## config.mk

```make
export PLATFORM = sky130hd
export DESIGN_NAME = serial_reg_port
export DESIGN_NICKNAME = d
export VERILOG_FILES = /design/src/rtl/srp_pkg.sv /design/src/rtl/srp_sample.sv /design/src/rtl/srp_ones_watch.sv /design/src/rtl/srp_engine.sv /design/src/rtl/serial_reg_port.sv
export SDC_FILE = /design/constraint.sdc
export NUM_CORES = 1
export LEC_CHECK = 0
export ABC_CLOCK_PERIOD_IN_PS = 2100
export CAP_MARGIN = 20
export CORE_MARGIN = 8
export CORE_UTILIZATION = 55
export CTS_BUF_LIST = sky130_fd_sc_hd__clkbuf_8
export CTS_CLUSTER_SIZE = 12
export DETAILED_ROUTE_END_ITERATION = 8
export DONT_BUFFER_PORTS = 1
export PLACE_DENSITY = 0.7
export SLEW_MARGIN = 20
export SYNTH_ARGS = -nofsm -noshare
export SYNTH_HDL_FRONTEND = slang
export SYNTH_SLANG_ARGS = --single-unit
```

## constraint.sdc

```tcl
create_clock -name clk -period 2.1 [get_ports clk]
set_clock_uncertainty 0.15 [all_clocks]
set_input_delay 0.105 -clock clk [delete_from_list [all_inputs] [get_ports clk]]
set_output_delay 0.105 -clock clk [all_outputs]
set_load 0.03 [all_outputs]
```

## src/rtl/srp_pkg.sv

```systemverilog
package srp_pkg;

    localparam int DATA_W = 24;
    localparam int ADDR_W = 6;
    localparam int CMD_W  = 8;
    localparam int CNT_W  = $clog2(DATA_W + 1);

    typedef enum logic [1:0] {
        ST_CMD,
        ST_LOAD,
        ST_DATA
    } srp_state_e;

    // command byte layout: the framing of the byte is behaviour
    typedef struct packed {
        logic              bad;   // must be 0
        logic              rd;    // 1: read, 0: write
        logic [ADDR_W-1:0] addr;  // target address
    } srp_cmd_t;

    // data phase length for an address
    function automatic logic [CNT_W-1:0] width_of(input logic [ADDR_W-1:0] a);
        if (a[ADDR_W-1:3] == 3'b001)
            return CNT_W'(24);
        else if (a[ADDR_W-1:3] == 3'b010)
            return CNT_W'(16);
        else
            return CNT_W'(8);
    endfunction

    function automatic logic is_mapped(input logic [ADDR_W-1:0] a);
        return (a == ADDR_W'(1)) || (a[ADDR_W-1:3] == 3'b001) || (a[ADDR_W-1:3] == 3'b010);
    endfunction

    function automatic logic [DATA_W-1:0] low_mask(input logic [CNT_W-1:0] w);
        return {DATA_W{1'b1}} >> (DATA_W - int'(w));
    endfunction

    // move the low w bits to the top of the shifter
    function automatic logic [DATA_W-1:0] align_top(input logic [DATA_W-1:0] d,
                                                    input logic [CNT_W-1:0]  w);
        return (d & low_mask(w)) << (DATA_W - int'(w));
    endfunction

endpackage

```

## src/rtl/srp_sample.sv

```systemverilog
module srp_sample (
    input  logic clk,
    input  logic rst,
    input  logic sclk,
    input  logic cs_n,
    input  logic sdi,
    output logic rise,
    output logic fall,
    output logic sel,
    output logic sdi_s
);
    logic [1:0] sclk_h;
    logic       sel_q;
    logic       sdi_q;

    always_ff @(posedge clk) begin
        if (rst) begin
            sclk_h <= '0;
            sel_q  <= 1'b0;
            sdi_q  <= 1'b0;
        end else begin
            sclk_h <= {sclk_h[0], sclk};
            sel_q  <= ~cs_n;
            sdi_q  <= sdi;
        end
    end

    assign rise  = sel_q &  sclk_h[0] & ~sclk_h[1];
    assign fall  = sel_q & ~sclk_h[0] &  sclk_h[1];
    assign sel   = sel_q;
    assign sdi_s = sdi_q;
endmodule

```

## src/rtl/srp_ones_watch.sv

```systemverilog
module srp_ones_watch #(
    parameter int RUN_LEN = 32
) (
    input  logic clk,
    input  logic rst,
    input  logic rise,
    input  logic sel,
    input  logic sdi_s,
    output logic fire,
    output logic pulse
);
    localparam int RUN_W = $clog2(RUN_LEN + 1);

    logic [RUN_W-1:0] run_q;

    assign fire = rise & sdi_s & (run_q == RUN_W'(RUN_LEN - 1));

    always_ff @(posedge clk) begin
        if (rst) begin
            run_q <= '0;
            pulse <= 1'b0;
        end else begin
            pulse <= fire;
            if (!sel)
                run_q <= '0;
            else if (rise) begin
                if (!sdi_s)
                    run_q <= '0;
                else if (run_q != RUN_W'(RUN_LEN))
                    run_q <= run_q + RUN_W'(1);
            end
        end
    end
endmodule

```

## src/rtl/srp_engine.sv

```systemverilog
module srp_engine
    import srp_pkg::*;
(
    input  logic              clk,
    input  logic              rst,
    input  logic              soft_rst,
    input  logic              rise,
    input  logic              fall,
    input  logic              sel,
    input  logic              sdi_s,
    input  logic [DATA_W-1:0] bank_rdata,
    output logic              sdo,
    output logic [ADDR_W-1:0] bank_addr,
    output logic [DATA_W-1:0] bank_wdata,
    output logic              bank_we
);
    srp_state_e        state;
    logic [DATA_W-1:0] shreg;
    logic [DATA_W-1:0] shift_in;
    logic [CNT_W-1:0]  bitcnt;
    logic [CNT_W-1:0]  width_q;
    logic              rd_q;
    logic [ADDR_W-1:0] addr_q;
    logic              sdo_q;
    logic              we_q;
    logic [DATA_W-1:0] wdata_q;
    srp_cmd_t          cmd_next;

    assign shift_in = {shreg[DATA_W-2:0], sdi_s};
    assign cmd_next = srp_cmd_t'(shift_in[CMD_W-1:0]);

    always_ff @(posedge clk) begin
        if (rst || soft_rst) begin
            state   <= ST_CMD;
            bitcnt  <= '0;
            shreg   <= '0;
            width_q <= CNT_W'(CMD_W);
            rd_q    <= 1'b0;
            addr_q  <= '0;
            sdo_q   <= 1'b0;
            we_q    <= 1'b0;
            wdata_q <= '0;
        end else if (!sel) begin
            state  <= ST_CMD;
            bitcnt <= '0;
            sdo_q  <= 1'b0;
            we_q   <= 1'b0;
        end else begin
            we_q <= 1'b0;
            case (state)
                ST_CMD: begin
                    if (fall)
                        sdo_q <= 1'b0;
                    if (rise) begin
                        shreg <= shift_in;
                        if (bitcnt == CNT_W'(CMD_W - 1)) begin
                            bitcnt <= '0;
                            if (!cmd_next.bad) begin
                                addr_q  <= cmd_next.addr;
                                rd_q    <= cmd_next.rd;
                                width_q <= width_of(cmd_next.addr);
                                state   <= cmd_next.rd ? ST_LOAD : ST_DATA;
                            end
                        end else begin
                            bitcnt <= bitcnt + CNT_W'(1);
                        end
                    end
                end
                ST_LOAD: begin
                    shreg <= is_mapped(addr_q) ? align_top(bank_rdata, width_q) : '0;
                    state <= ST_DATA;
                end
                ST_DATA: begin
                    if (rd_q && fall) begin
                        sdo_q <= shreg[DATA_W-1];
                        shreg <= shreg << 1;
                    end
                    if (rise) begin
                        if (!rd_q)
                            shreg <= shift_in;
                        if (bitcnt == width_q - CNT_W'(1)) begin
                            bitcnt <= '0;
                            state  <= ST_CMD;
                            if (!rd_q) begin
                                we_q    <= is_mapped(addr_q);
                                wdata_q <= shift_in & low_mask(width_q);
                            end
                        end else begin
                            bitcnt <= bitcnt + CNT_W'(1);
                        end
                    end
                end
                default: state <= ST_CMD;
            endcase
        end
    end

    assign sdo        = sdo_q;
    assign bank_addr  = addr_q;
    assign bank_wdata = wdata_q;
    assign bank_we    = we_q;
endmodule

```

## src/rtl/serial_reg_port.sv

```systemverilog
module serial_reg_port
    import srp_pkg::*;
#(
    parameter int RUN_LEN = 32
) (
    input  logic              clk,
    input  logic              rst,
    input  logic              cs_n,
    input  logic              sclk,
    input  logic              sdi,
    output logic              sdo,
    output logic [ADDR_W-1:0] bank_addr,
    output logic [DATA_W-1:0] bank_wdata,
    output logic              bank_we,
    input  logic [DATA_W-1:0] bank_rdata,
    output logic              bank_rst
);
    logic rise;
    logic fall;
    logic sel;
    logic sdi_s;
    logic fire;

    srp_sample u_sample (
        .clk   (clk),
        .rst   (rst),
        .sclk  (sclk),
        .cs_n  (cs_n),
        .sdi   (sdi),
        .rise  (rise),
        .fall  (fall),
        .sel   (sel),
        .sdi_s (sdi_s)
    );

    srp_ones_watch #(.RUN_LEN(RUN_LEN)) u_ones (
        .clk   (clk),
        .rst   (rst),
        .rise  (rise),
        .sel   (sel),
        .sdi_s (sdi_s),
        .fire  (fire),
        .pulse (bank_rst)
    );

    srp_engine u_engine (
        .clk        (clk),
        .rst        (rst),
        .soft_rst   (fire),
        .rise       (rise),
        .fall       (fall),
        .sel        (sel),
        .sdi_s      (sdi_s),
        .bank_rdata (bank_rdata),
        .sdo        (sdo),
        .bank_addr  (bank_addr),
        .bank_wdata (bank_wdata),
        .bank_we    (bank_we)
    );
endmodule

```

==> results of run 1 <==
-- worst max-delay path, stage by stage, from the launching register on --
cell     delay (ns)
dfxtp_1        0.34
inv_1          0.07
ha_1           0.29
xnor2_1        0.17
nor3_2         0.26
nand2_1        0.15
or4_4          0.44
nor3_2         0.12
-- registers in the layout, indices dropped and copies added, names as in the netlist --
register and cells:
u_engine.bank_addr 6, u_engine.sdo 1, u_engine.bank_we 1, u_sample.sel 1, u_engine.rd_q 1, u_ones.run_q 6
u_sample.sclk_h 2, u_engine.state 2, u_engine.bitcnt 5, u_engine.width_q 2, u_ones.pulse 1, u_sample.sdi_s 1
u_engine.bank_wdata 24, u_engine.shreg 24
-- power groups by stage --
stage | Combinational [mW] | Sequential, mW | Clock, mW
6_report | 0.145 | 1.48 | 1.22
5_1_grt | 0.154 | 1.48 | 1.29
2_1_floorplan | 0.0667 | 1.51 | 0
4_1_cts | 0.138 | 1.48 | 1.24
3_5_place_dp | 0.0843 | 1.52 | 0
3_3_place_gp | 0.0830 | 1.51 | 0
-- repair_timing --
action                                 in CTS  in global routing
endpoints found under the hold margin      34                  0
gates resized for setup                     0                  9
setup endpoints to repair                   0                 52
hold buffers                               29                  0
-- cell type report --
type	count	area share (%)
Inverter	9	0.777
Multi-Input combinational cell	309	44.9
Clock inverter	6	1.84
Timing Repair Buffer	55	11.6
Sequential cell	77	35.5
Clock buffer	10	3.17
Tap cell	77	2.22
-- per-layer routing --
metal  GRT usage, %  wire length [um]  up-vias
met5              0                 0        -
met1           23.2              4080     1542
li1               -                 -     1618
met4           10.1               274        0
met3           4.62               625       30
met2           33.9              4720      124
-- logic make-up (layout without fill, tap and decap cells) --
family | Yosys count | in the layout | share of synthesized area (%)
adders and majority gates | 9 | 9 | 3.09
xor gates and xnor gates | 10 | 10 | 2.40
and+or+nand+nor | 159 | 159 | 21.5
muxes | 7 | 7 | 1.92
AOI/OAI and AO/OA | 124 | 124 | 23.9
DFF | 77 | 77 | 42.3
buffers and inverters | 35 | 80 | 4.84
-- layout by cell type, fill, tap and decap left out, types with 10 or more instances in the layout --
master,instances
o2bb2ai_1,16
nor2_1,24
dlygate4sd3_1,29
dfxtp_1,77
nand3_1,21
a21oi_1,41
a22oi_1,23
buf_4,24
clkbuf_8,10
inv_1,11
nand2_1,67
-- through the flow --
stage | TNS [ns] | std cells | area, um^2 | power, mW | hold slack, ns
2_1_floorplan | 0 | 421 | 3640 | 1.58 | 0.0217
3_3_place_gp | 0 | 498 | 3800 | 1.60 | 0.0226
3_5_place_dp | 0 | 498 | 3800 | 1.60 | 0.0255
4_1_cts | 0 | 543 | 4310 | 2.86 | 0.00633
5_1_grt | -0.00934 | 543 | 4350 | 2.93 | 0.0680
6_report | 0 | 543 | 4350 | 2.84 | 0.0753
-- worst max path at each step --
stage / start / cells after the start / to / slack (ns)
after floorplan: u_engine.width_q[3] / 7 / u_engine.state[1] / 0.18
after global placement: u_engine.width_q[4] / 7 / u_engine.bank_we / 0.12
after detailed placement: u_engine.width_q[4] / 8 / u_engine.bank_wdata[4] / 0.07
after CTS: u_engine.width_q[4] / 8 / u_engine.bank_wdata[4] / 0.05
after global routing: u_engine.bitcnt[0] / 7 / u_engine.bank_addr[2] / -0.009
final: u_engine.width_q[4] / 7 / u_engine.bank_we / 0.05
==> results, run 1 <==
- The most used flip-flop cell after synthesis is dfxtp_1.
- The number of violations of the max-capacitance limit is 0.
- The area enclosed by the die boundary is 9480 um^2.
- Setup violations remaining at the end of the flow were counted as 0.
- The count of synthesis-stage warnings from yosys is 0.
- The largest fanout of any net on the critical path is 3.
- The path class of the tightest hold or removal check is input port to flop.
- The via total after detailed routing is 3314.
- The origin of the critical flop-to-flop path is u_engine.width_q[4].
- The shortest period the worst path allows is 2.05 ns.
- The element type at the critical path start is a flop.
- The level count of the clock H-tree is 3.
- The proportion of total power due to net switching is 21.5%.
- The final RePlAce weighted congestion is 0.939.
- At the placement stage, the worst setup path has a slack of ~0.073 ns.
- The total area inside the core boundary comes to 6390 um^2.
- The root buffer cell is clkbuf_8.
- The worst path meets setup with 0.0516 ns of slack.
- The area of the mapped netlist is 3640 um^2.
- The first detailed-routing pass ran for 5 iterations.
- The y dimension of the die is 97.4 um.
- From left edge to right edge, the die measures 97.4 um.
- The number of remaining DRC errors is 0.
- The starting DRC count in detailed routing is 250.
- Synthesis produced 421 cells.
- The end of the worst register-to-register path is u_engine.bank_we.
- By area the synthesized netlist is led by dfxtp_1 42%, nand2_1 6.9%, a21oi_1 5.6%.
- The share of synthesized flip-flops with an asynchronous set or reset is 0%.
- The remaining max-slew budget at the tightest pin is just over 60%.
- Global routing used 20.1% of the available tracks.
- The later pin in the worst-skew pair is clocked with a latency of 0.35 ns.
- The worst voltage drop across the vdd grid is approximately 0.59 mV.
- The first global-routing pass estimated 16.0 mm of wire.
- Using the TritonRoute via totals, the vias-per-cell ratio works out to 6.10.
- The type of the worst setup path is flop to flop.
- 0 antenna diodes ended up in the layout.
- After global routing the overflow that remains totals 0.
- In this run the mean area of a mapped cell was 8.65 um^2.
- The analysis attributes to net switching a power of between 600 and 700 uW.
- The floorplan has 29 rows.
- The count of final max-slew check failures is 0.
- The ratio of final minimum period to clock period is 97.5%.
- The maximum number of pins on one net before global-route repair is 33.
- In this run the tool buffered the top-level ports with 0 buffer cells.
- The count of nets left with antenna violations once routing finished came out at 0.
- The footprint of the multi-input gates is between 1500 and 2000 um^2.
- The area of all sequential standard cells is 1540 um^2.
- The final cell utilization of the core is ~68%.
- Yosys mapped a number of flops with a built-in enable equal to 0.
- Counting instances, the worst hold path has a depth of 4.
- Counting every sink on the clock net gives 77.
- For this configuration, the core starts out at a cell density of a little under three fifths.
- The area growth from synthesis to layout is 19.3%.
- Synthesis instantiated 51 different standard cells from the library.
- The number of post-CTS setup repair buffers is 0.
- Summed over its instances, the top area cell type makes up a little over two fifths of the synthesized netlist area.
- The register bit count reported by yosys is 77.
- The endpoint of the worst hold-timing path is u_engine.shreg[18].
- The number of filler instances in the final layout is 535.
- The CTS tree is done.
- The endpoint kind of the worst setup timing path is a flop.
- The combinational cell fraction of total power is 5.1%.
- The power per unit of standard cell area is roughly 650 nW/um^2.
- The placed wire-length estimate is 6.88 mm.
- After synthesis, the most frequently instantiated cells are 77 x dfxtp_1, 67 x nand2_1, 41 x a21oi_1.
- Setup slack on the worst reg-to-reg path comes out at 0.05 ns.
- Counting every net in the synthesized netlist gives ~460.
- The initial antenna violation count is 0.
- The share of total power dissipated in sequential elements is 52.1%.
- The number of top-level pins is 62.
- The hold violation count in the final report is 0.
- The sum of routed wire length over all layers is 9.71 mm.
- In the post-synthesis netlist, the cell with the most instances is dfxtp_1.
- The critical path required time is ~2.2 ns.
- The flow ran to the end, and the final reports show no timing, DRC or antenna violations.
- Measured in cells, the most critical reg-to-reg path has a length of 7.
- The post-layout net count is about 500.
- Based on the critical path, the design can be clocked at up to 0.488 GHz.
- The worst hold path startpoint is bank_rdata[10].
- Of the total power, the clock network draws a little over two fifths.
- The measured slew at the worst slew-check pin is 0.568 ns.
- The data arrival time of the critical path is 2.18 ns.
- The total leakage power is 1.57 nW.
- The via count of the first global-routing pass is 3223.
- The routed wirelength normalized by instance count is 17.9 um.
- Clock-pin slew was measured on the worst setup and hold paths at about 0.080 ns.
- The number of buffers created by CTS is 9.
- The clock passes through at most 2 buffers.
- The share of cells above drive strength 1 is 11.4%.
- The sequential-to-total area share from yosys stat is 42.3%.
- dfxtp_1 takes more of the synthesized area than any other cell.
- The internal power consumption is 2.23 mW.
Note: power is estimated with default switching activity, not from simulation.
==> run 2, diff against run 1 <==
--- a/config.mk
+++ b/config.mk
@@ -7,7 +7,6 @@
 export LEC_CHECK = 0
 export ABC_CLOCK_PERIOD_IN_PS = 2100
 export CAP_MARGIN = 20
-export CORE_MARGIN = 8
 export CORE_UTILIZATION = 55
 export CTS_BUF_LIST = sky130_fd_sc_hd__clkbuf_8
 export CTS_CLUSTER_SIZE = 12
==> run 2 against run 1 <==
Effect of this change: sequential cell count unchanged; hold slack better by 0.12 ns; non-clock buffer count down 1; sequential share of layout area up 0.19 points; cell area down 0.55%; die area down 27%; maximum frequency up 0.13%; critical path type unchanged; critical endpoint is now u_engine.shreg[1]; largest cell class unchanged.
==> results, run 2 (synthesis gave the netlist of run 1 again) <==
- The clock tree buffer depth is 2 (unchanged).
- The width of the die is 83.4 um (-14%).
- The total power of the final layout came to 2.88 mW (+1.2%).
- The total routing resource utilization after global routing is 27.9% (+7.8 points).
- The largest fanout of any net on the critical path came to 16 (+13).
- The number of input and output port buffers inserted is 0 (unchanged).
- By startpoint and endpoint, the worst setup path is classified as flop to flop.
- The total leakage power is 1.55 nW (-1.1%).
- The clock-pin slew on the worst setup and hold paths is 0.09 ns (about the same).
- The worst-skew pair later-pin latency is 0.37 ns (+0.02 ns).
- The element type at the critical path start is a flop.
- The remaining max-slew budget at the tightest pin is 49.3% (-13 points).
- The shortest period the worst path allows is 2.05 ns (-0.00271 ns).
- The routed via count divided by cell count was 6.08 (-0.45%).
- The final RePlAce weighted congestion is 0.931 (-0.93%).
- The hold violation count in the final report is 0 (unchanged).
- The root buffer cell is clkbuf_8.
- The power per unit of standard cell area is 666 nW/um^2 (+1.8%).
- The critical path required time came to 2.25 ns (+0.02 ns).
- The first-pass detailed-route iteration total is 5 (unchanged).
- The buffers plus inverters on the worst setup path is 0 (-1).
- The flow ran to the end, and the final reports show no timing, DRC or antenna violations.
- The level count of the clock H-tree came to 3 (unchanged).
- The CTS tree is done.
- The initial antenna violation count is 0 (unchanged).
- The number of top-level pins was 62 (unchanged).
- The global-route wire length before repair was 15.5 mm (-3.3%).
- The layout overhead on the synthesized area is 18.7%.
- The routed wirelength normalized by instance count is 17.2 um (-4.1%).
- The most frequent standard cell in the layout excluding fill and tap cells is dfxtp_1.
- The residual overflow from global routing was 0 (unchanged).
- The number of violations of the max-capacitance limit is 0 (unchanged).
- The measured slew at the worst slew-check pin is 0.761 ns (+0.193 ns).
- The total number of placement rows is 29 (unchanged).
- The data arrival time of the critical path is 2.19 ns (about the same).
- The setup total negative slack is 0 ns (unchanged).
- The number of post-CTS setup repair buffers is 0 (unchanged).
- The ratio of final minimum period to clock period is 97.4% (-0.13 points).
- The placed wire-length estimate came to 6.49 mm (-5.7%).
- The total inserted antenna cells is 0 (unchanged).
- The starting DRC count in detailed routing is 217 (-13%).
- The timing-limited maximum frequency is 0.489 GHz (+0.13%).
- The y dimension of the die is 83.4 um (-14%).
- The delay of the slowest critical-path stage is 0.59 ns (+0.15 ns).
- The final cell count without fillers came to 542 (-0.18%).
- The post-detailed-route count of antenna-violating nets is 0 (unchanged).
- The sum of routed wire length over all layers is 9.30 mm (-4.2%).
- The library cells used most frequently in the layout, excluding fill and tap cells, are 77 x dfxtp_1, 67 x nand2_1, 41 x a21oi_1.
- The via total after detailed routing is 3293 (-0.63%).
- The worst voltage drop across the vdd grid was 0.468 mV (-21%).
- Setup repair after global routing could not meet its margin everywhere.
- The post-layout net count is 498 (-0.20%).
- The share of cells above drive strength 1 is 11.4% (+0.024 points).
- The count of final max-slew check failures is 0 (unchanged).
- The number of remaining DRC errors is 0 (unchanged).
- The maximum number of pins on one net before global-route repair is 31 (-6.1%).
- Traced cell by cell, the critical path runs through ha_1, nand3_1, nor4_2, or2_1, a21oi_2, o2bb2ai_1.
- The area enclosed by the die boundary is 6950 um^2 (-27%).
- The number of placed instances, taps included is 497 (-0.20%).
- The via count of the first global-routing pass is 3185 (-1.2%).
- The final setup violation count is 0 (unchanged).
- The endpoint kind of the worst setup timing path is a flop.
- The library cell contributing the largest single delay on the critical path is a21oi_2.
- The number of buffers created by CTS is 9 (unchanged).
- The initial standard-cell utilization of the core is 57.1% (unchanged).
- The area of the placeable core was 6390 um^2 (unchanged).
- The number of clock sinks is 77 (unchanged).
- The family with the most delay on the worst path is compound AO/OA/AOI/OAI gates.
- The class of the worst hold path is input port to flop.
run 2: metal layers:
metal  global-route usage, %  routed length (um)  vias up
met4                    16.5                 358        0
met5                       0                   0        -
met2                    44.0                4400       92
met3                    6.96                 429       33
met1                    34.5                4110     1560
li1                        -                   -     1608
run 2: layout make-up:
| cell class | instances | area (um^2) |
|---|---|---|
| Clock inverter | 7 | 96.3 |
| Sequential cell | 77 | 1540 |
| Timing Repair Buffer | 54 | 490 |
| Multi-Input combinational cell | 309 | 1940 |
| Clock buffer | 9 | 124 |
| Tap cell | 77 | 96.3 |
| Inverter | 9 | 33.8 |
| Fill cell | 547 | 2060 |
run 2: through the flow:
step	hold slack [ns]	area [um^2]	util, %	worst slack [ns]
6_report	0.198	4320	67.7	0.0543
5_1_grt	0.193	4320	67.7	-0.0724
2_1_floorplan	0.0217	3640	-	0.180
3_5_place_dp	0.0279	3800	59.5	0.0645
4_1_cts	0.196	4310	67.5	0.0382
3_3_place_gp	0.0232	3800	59.5	0.145
run 2: power by group:
group          internal (mW)  switching [mW]  total [mW]
registers               1.47          0.0123        1.48
logic                 0.0714          0.0724       0.144
clock network          0.675           0.581        1.26
total                   2.21           0.665        2.88
run 2: worst paths after layout:
path,start,end,slack (ns),cells after the start
worst min register to register,u_engine.bitcnt[1],u_engine.bitcnt[1],0.34,2
worst min-delay path,rst,u_sample.sel,0.20,2
worst max register to register,u_ones.run_q[0],u_engine.shreg[1],0.05,6
worst max-delay path,u_ones.run_q[0],u_engine.shreg[1],0.05,6
run 2: worst reg2reg max path, delay by kind of cell (launching register included):
family	cells	cell delay, ns
flops	1	0.35
compound gates	2	0.79
simple gates	3	0.47
fa+ha+maj	1	0.21
run 2: repair_timing:
item,CTS,global route
setup endpoints to repair,0,42
endpoints found under the hold margin,38,0
gates resized for setup,0,3
hold buffers,29,0
